==> config.mk <==
export PLATFORM = sky130hd
export DESIGN_NAME = radio_frame_fifo
export DESIGN_NICKNAME = d
export VERILOG_FILES = /design/src/rtl/radio_frame_fifo.sv
export SDC_FILE = /design/constraint.sdc
export NUM_CORES = 2
export LEC_CHECK = 0
export CAP_MARGIN = 40
export CORE_MARGIN = 5
export CORE_UTILIZATION = 34
export DETAILED_ROUTE_END_ITERATION = 7
export DONT_BUFFER_PORTS = 1
export RECOVER_POWER = 25
export SLEW_MARGIN = 20
export SYNTH_ARGS = -nofsm -noshare
export SYNTH_HDL_FRONTEND = slang
export SYNTH_SLANG_ARGS = --single-unit
==> constraint.sdc <==
create_clock -name clk -period 11.2 [get_ports clk]
set_input_delay 2.24 -clock clk [delete_from_list [all_inputs] [get_ports clk]]
set_output_delay 2.24 -clock clk [all_outputs]
set_load 0.01 [all_outputs]
==> src/rtl/radio_frame_fifo.sv <==
module radio_frame_fifo #(
  parameter int DEPTH     = 128,
  parameter int MAXLEN    = 127,
  parameter int THR_RESET = 127,
  localparam int AW = $clog2(DEPTH),
  localparam int CW = AW + 1
) (
  input  logic          clk,
  input  logic          rst_n,
  input  logic          rad_rx_wr,
  input  logic [7:0]    rad_rx_data,
  input  logic          host_rx_rd,
  output logic [7:0]    host_rx_data,
  input  logic          host_tx_wr,
  input  logic [7:0]    host_tx_data,
  input  logic          rad_tx_rd,
  output logic [7:0]    rad_tx_data,
  input  logic          flush_rx,
  input  logic          flush_tx,
  input  logic          thr_wr,
  input  logic [AW-1:0] thr_val,
  output logic          fifo_pin,
  output logic          fifop,
  output logic [7:0]    status
);

  function automatic logic len_ok(input logic [7:0] l);
    return (l >= 8'd2) && (l <= 8'(MAXLEN));
  endfunction

  logic [7:0]    rx_mem [DEPTH];
  logic [AW-1:0] rx_wp, rx_rp;
  logic [CW-1:0] rx_cnt, rx_frames;
  logic [7:0]    rx_wrem, rx_rrem;
  logic          rx_ovf, rx_bad;
  logic [AW-1:0] thr;

  logic [7:0]    tx_mem [DEPTH];
  logic [AW-1:0] tx_wp, tx_rp;
  logic [CW-1:0] tx_cnt;
  logic [7:0]    tx_rrem;
  logic          tx_unf;

  wire rx_full  = rx_cnt == CW'(DEPTH);
  wire rx_empty = rx_cnt == '0;
  wire tx_full  = tx_cnt == CW'(DEPTH);
  wire tx_empty = tx_cnt == '0;

  wire rx_we = rad_rx_wr & ~rx_full & ~rx_ovf & ~flush_rx;
  wire rx_re = host_rx_rd & ~rx_empty & ~flush_rx;
  wire tx_we = host_tx_wr & ~tx_full & ~flush_tx;
  wire tx_re = rad_tx_rd & ~tx_empty & ~flush_tx;

  assign host_rx_data = rx_mem[rx_rp];
  assign rad_tx_data  = tx_mem[tx_rp];

  wire rx_wdone = rx_we & ((rx_wrem == 8'd0) ? !len_ok(rad_rx_data) : (rx_wrem == 8'd1));
  wire rx_rdone = rx_re & ((rx_rrem == 8'd0) ? !len_ok(host_rx_data) : (rx_rrem == 8'd1));

  assign fifo_pin = ~rx_empty & ~rx_ovf;
  assign fifop    = rx_ovf | (rx_cnt >= CW'(thr)) | (rx_frames != '0);
  assign status   = {4'b0000, tx_unf, 1'b0, rx_bad, rx_ovf};

  always_ff @(posedge clk) begin
    if (rx_we) rx_mem[rx_wp] <= rad_rx_data;
    if (tx_we) tx_mem[tx_wp] <= host_tx_data;
  end

  always_ff @(posedge clk) begin
    if (!rst_n) thr <= AW'(THR_RESET);
    else if (thr_wr) thr <= thr_val;
  end

  always_ff @(posedge clk) begin
    if (!rst_n || flush_rx) begin
      rx_wp     <= '0;
      rx_rp     <= '0;
      rx_cnt    <= '0;
      rx_frames <= '0;
      rx_wrem   <= '0;
      rx_rrem   <= '0;
      rx_ovf    <= 1'b0;
      rx_bad    <= 1'b0;
    end else begin
      if (rad_rx_wr && rx_full) rx_ovf <= 1'b1;
      if (rx_we) begin
        rx_wp <= rx_wp + 1'b1;
        if (rx_wrem == 8'd0) begin
          rx_wrem <= len_ok(rad_rx_data) ? rad_rx_data : 8'd0;
          if (!len_ok(rad_rx_data)) rx_bad <= 1'b1;
        end else begin
          rx_wrem <= rx_wrem - 8'd1;
        end
      end
      if (rx_re) begin
        rx_rp <= rx_rp + 1'b1;
        if (rx_rrem == 8'd0) rx_rrem <= len_ok(host_rx_data) ? host_rx_data : 8'd0;
        else                 rx_rrem <= rx_rrem - 8'd1;
      end
      rx_cnt    <= rx_cnt + CW'(rx_we) - CW'(rx_re);
      rx_frames <= rx_frames + CW'(rx_wdone) - CW'(rx_rdone);
    end
  end

  always_ff @(posedge clk) begin
    if (!rst_n || flush_tx) begin
      tx_wp   <= '0;
      tx_rp   <= '0;
      tx_cnt  <= '0;
      tx_rrem <= '0;
      tx_unf  <= 1'b0;
    end else begin
      if (rad_tx_rd && tx_empty && tx_rrem != 8'd0) tx_unf <= 1'b1;
      if (tx_we) tx_wp <= tx_wp + 1'b1;
      if (tx_re) begin
        tx_rp <= tx_rp + 1'b1;
        if (tx_rrem == 8'd0) tx_rrem <= (rad_tx_data >= 8'd2) ? rad_tx_data - 8'd2 : 8'd0;
        else                 tx_rrem <= tx_rrem - 8'd1;
      end
      tx_cnt <= tx_cnt + CW'(tx_we) - CW'(tx_re);
    end
  end

  a_r7_flush_clears: assert property (@(posedge clk) disable iff (!rst_n)
    flush_rx |=> !fifo_pin && status[1:0] == 2'b00 && rx_cnt == '0);

  a_r6_ovf_pins: assert property (@(posedge clk) disable iff (!rst_n)
    rad_rx_wr && rx_full && !flush_rx |=> fifop && !fifo_pin && status[0]);

  a_r6_ovf_rejects: assert property (@(posedge clk) disable iff (!rst_n)
    rx_ovf && !flush_rx && !host_rx_rd |=> $stable(rx_cnt));

  a_r4_frames_fit: assert property (@(posedge clk) disable iff (!rst_n)
    rx_frames <= rx_cnt);

  a_r2_pin_rise: assert property (@(posedge clk) disable iff (!rst_n)
    $rose(fifo_pin) |-> $past(rad_rx_wr));

  a_r9_underflow: assert property (@(posedge clk) disable iff (!rst_n)
    rad_tx_rd && tx_empty && tx_rrem != 8'd0 && !flush_tx |=> status[3]);

  a_r10_tx_flush: assert property (@(posedge clk) disable iff (!rst_n)
    flush_tx |=> !status[3] && tx_cnt == '0);

endmodule

==> metrics <==
outcome finished, final reports clean; Async S/R FF share, synth 0%; top cell type by total area after synthesis sky130_fd_sc_hd__edfxtp_1; gpl congestion 0.776; simple-gate portion of the synthesized area under 10%; Clock Root Buffer sky130_fd_sc_hd__clkbuf_16; dominant cell by count in the synthesized netlist sky130_fd_sc_hd__edfxtp_1; Fin. Hold Viols 0; Syn Std Cell Area roughly 0.084 mm2; cell types with the largest area share after synthesis sky130_fd_sc_hd__edfxtp_1, sky130_fd_sc_hd__mux4_2, sky130_fd_sc_hd__dfxtp_1; Synth Area per Inst 21.0 um2; drt via density 5.28; FF-to-FF setup slack between 4000 and 5000 ps; clock latency reported for the late side of the worst-skew pair approximately 900 ps; Sum Neg Setup Slack 0 ps; maximum fanout along the worst path 94; area taken by flip-flops and latches between 0.06 and 0.07 mm2; kind of path behind the tightest hold check flop to flop; number of vias after detailed routing between 40,000 and 50,000; leading register cell type out of synthesis sky130_fd_sc_hd__edfxtp_1; post-synthesis xor/xnor area fraction 0.519%; count of yosys warnings during synthesis 0; CTS H-tree lvls 4; multiplexer share of the synthesized area between 10% and 20%; Chip Height between 500 and 600 um; DR DRC count 0; maximum buffer depth of the clock tree 3; count of distinct cell types in the synthesized netlist 69; Routed WL per cell about 26 um; DIE AREA roughly 0.26 mm2; CTS-repair resized insts 0; Worst Setup EP rad_tx_data[6]; Hold-fix buffers, CTS 0; critical path launch point type flop; fraction of the mapped netlist area in compound gates under 10%; post-route minimum period approximately 7400 ps; setup repair after global routing missed its margin no; max-slew headroom at the worst pin 39.1%; net total in the final layout 4,378; Least-Margin Pin Slew about 910 ps; starting density of the core 34.2%; post-route clock period utilization 66.1%; count of max-cap constraint violations 0; end-of-flow core utilization between 30% and 40%; sequential element share of the synthesized area between 70% and 80%; # fillers roughly 22,000; Crit path arrival time 5160 ps; top cell type's share of synthesized area 72.9%; Post-CTS Setup Repair Bufs 0; share of cells above drive strength 1 27.6%; maximum number of pins on one net before global-route repair 131; remaining global-route overflow 0; cell types with the highest counts after synthesis sky130_fd_sc_hd__edfxtp_1, sky130_fd_sc_hd__mux4_2, sky130_fd_sc_hd__nor2_1; worst IR drop on VDD 0.000155 V; Die Span X just over 500 um; flop and latch count out of synthesis roughly 2,100; Leak about 29 nW; Ports 58; via count of the first global-routing pass about 42,000; HPWL reported at the end of detailed placement 122 mm; IO buf count 0; first drt pass iteration count 5; Std-Cell Rows 182; clock skew after layout between 80 and 90 ps; area of the multi-input gates a little under 0.02 mm2; Power Density roughly 180 mW/mm2; Finish-stage setup viols 0; fraction of the mapped netlist area in adder cells less than 1%; Num Clock Sinks about 2,100; cts bufs inserted 210; endpoint of the worst-slack reg-to-reg timing path rx_frames[6]$_SDFF_PP0_; number of antenna-violating nets in the routed design 0; Routed Wire Length ~200 mm; category of the most critical setup path flop to primary output; 1st-iter DRT viols around 5,000; CTS tree done; number of antenna violations at the first check in global routing 6; kind of capture point of the worst setup path primary output; dominant combinational cell family by area after synthesis multiplexers; first-pass GRT wire length about 300 mm; final max-slew violation count 0; Achievable Freq 135 MHz; synthesis-to-finish area growth 14.7%; Worst Reg2Reg Path Length in Cells 21; core area between 0.2 and 0.25 mm2; required arrival time at the worst endpoint 8960 ps; synthesized instance count ~4,000; global-route total usage across every layer ~15%; clock transition at the register clock pins on the worst setup and hold paths after CTS ~60 ps; Placement Cell Area approximately 0.09 mm2; Design Area, Final between 0.09 and 0.1 mm2; number of enable-type register cells in the synthesized netlist between 2,000 and 2,500
per-stage QoR:
step           setup slack, ps  total power, mW  std cells  hold WS (ps)
2_1_floorplan             5480             10.4       4016           438
3_3_place_gp              4310             10.8       7172           482
3_5_place_dp              4410             10.8       7344           495
4_1_cts                   3580             17.8       7737           505
5_1_grt                   3560             18.3       7784           519
6_report                  3800             17.6       7785           501
layer usage:
layer | track usage (%) | up-vias | part of all wire, %
li1 | - | 17100 | -
met1 | 22.4 | 22100 | 43
met2 | 24.4 | 1635 | 48
met3 | 2.47 | 292 | 6.9
met4 | 4.05 | 0 | 2.4
met5 | 0 | - | 0
worst min-delay path by stage:
stage,slack (ps),cells past startpoint,from,end
after floorplan,440,2,rx_bad$_SDFFE_PP0P_,rx_bad$_SDFFE_PP0P_
after global placement,480,2,rx_rp[6]$_SDFFE_PP0P_,rx_rp[6]$_SDFFE_PP0P_
after detailed placement,500,2,rx_rp[6]$_SDFFE_PP0P_,rx_rp[6]$_SDFFE_PP0P_
after CTS,500,2,rx_rp[6]$_SDFFE_PP0P_,rx_rp[6]$_SDFFE_PP0P_
after global routing,520,2,rx_wrem[6]$_SDFFE_PP0P_,rx_wrem[6]$_SDFFE_PP0P_
final,500,2,rx_wrem[5]$_SDFFE_PP0P_,rx_wrem[5]$_SDFFE_PP0P_
logic make-up after synthesis:
group           after synthesis
other cells                   1
xor+xnor                     50
simple gates                594
buf+inv                     272
mux                         692
compound gates              199
flops                      2148
fa+ha+maj                    56
final cells by class:
cell class | instances | share of cell area (%)
antenna | 2 | 0.00517
clock buffer | 249 | 5.58
clock inverter | 144 | 1.54
inverter | 62 | 0.241
multi-input combinational | 1596 | 20.4
sequential | 2148 | 65.7
tap | 3312 | 4.28
timing repair buffer | 272 | 2.32
worst max-delay path, stage by stage (launching register included):
cell and delay [ps]:
sky130_fd_sc_hd__dfxtp_4 600, sky130_fd_sc_hd__buf_4 580, sky130_fd_sc_hd__buf_12 520, sky130_fd_sc_hd__mux4_2 400, sky130_fd_sc_hd__mux2i_1 520, sky130_fd_sc_hd__o22ai_1 200, sky130_fd_sc_hd__nor4_1 780, sky130_fd_sc_hd__o211ai_1 540
power by group:
part	leakage, nW	internal, mW	switching [mW]
clock	3.33	3.90	3.09
sequential	19.2	8.83	0.0643
combinational	6.62	0.858	0.886
total	29.2	13.6	4.04
layout by cell type (no fill, tap or decap), types with 8 or more instances in the layout:
master / count
sky130_fd_sc_hd__a211oi_1: 8
sky130_fd_sc_hd__a21oi_1: 51
sky130_fd_sc_hd__a22oi_1: 8
sky130_fd_sc_hd__and2_1: 9
sky130_fd_sc_hd__buf_12: 9
sky130_fd_sc_hd__buf_4: 251
sky130_fd_sc_hd__bufinv_16: 18
sky130_fd_sc_hd__clkbuf_1: 39
sky130_fd_sc_hd__clkbuf_16: 210
sky130_fd_sc_hd__clkinv_1: 55
sky130_fd_sc_hd__clkinv_16: 13
sky130_fd_sc_hd__clkinv_2: 41
sky130_fd_sc_hd__dfxtp_1: 91
sky130_fd_sc_hd__dfxtp_4: 8
sky130_fd_sc_hd__edfxtp_1: 2048
sky130_fd_sc_hd__ha_1: 53
sky130_fd_sc_hd__inv_1: 59
sky130_fd_sc_hd__mux2_2: 24
sky130_fd_sc_hd__mux2i_1: 59
sky130_fd_sc_hd__mux4_2: 609
sky130_fd_sc_hd__nand2_1: 83
sky130_fd_sc_hd__nand2b_1: 12
sky130_fd_sc_hd__nand3_1: 22
sky130_fd_sc_hd__nor2_1: 347
sky130_fd_sc_hd__nor2_2: 12
sky130_fd_sc_hd__nor2b_1: 33
sky130_fd_sc_hd__nor3_1: 20
sky130_fd_sc_hd__nor4_1: 9
sky130_fd_sc_hd__o211ai_1: 11
sky130_fd_sc_hd__o21ai_0: 42
sky130_fd_sc_hd__o21bai_1: 9
sky130_fd_sc_hd__o22ai_1: 16
sky130_fd_sc_hd__or3_1: 11
sky130_fd_sc_hd__xnor2_1: 25
sky130_fd_sc_hd__xor2_1: 25
sequential cells by signal, indices dropped and copies added (netlist names), named ones only:
register,cells
rx_frames,8
rx_rrem,8
rx_ovf,1
tx_mem,1024
thr,7
rx_wp,7
tx_unf,1
tx_rrem,8
rx_mem,1024
rx_cnt,8
rx_bad,1
rx_wrem,8
tx_cnt,8
tx_wp,7
rx_rp,7
tx_rp,7
Power figures use the tool's default switching activity.
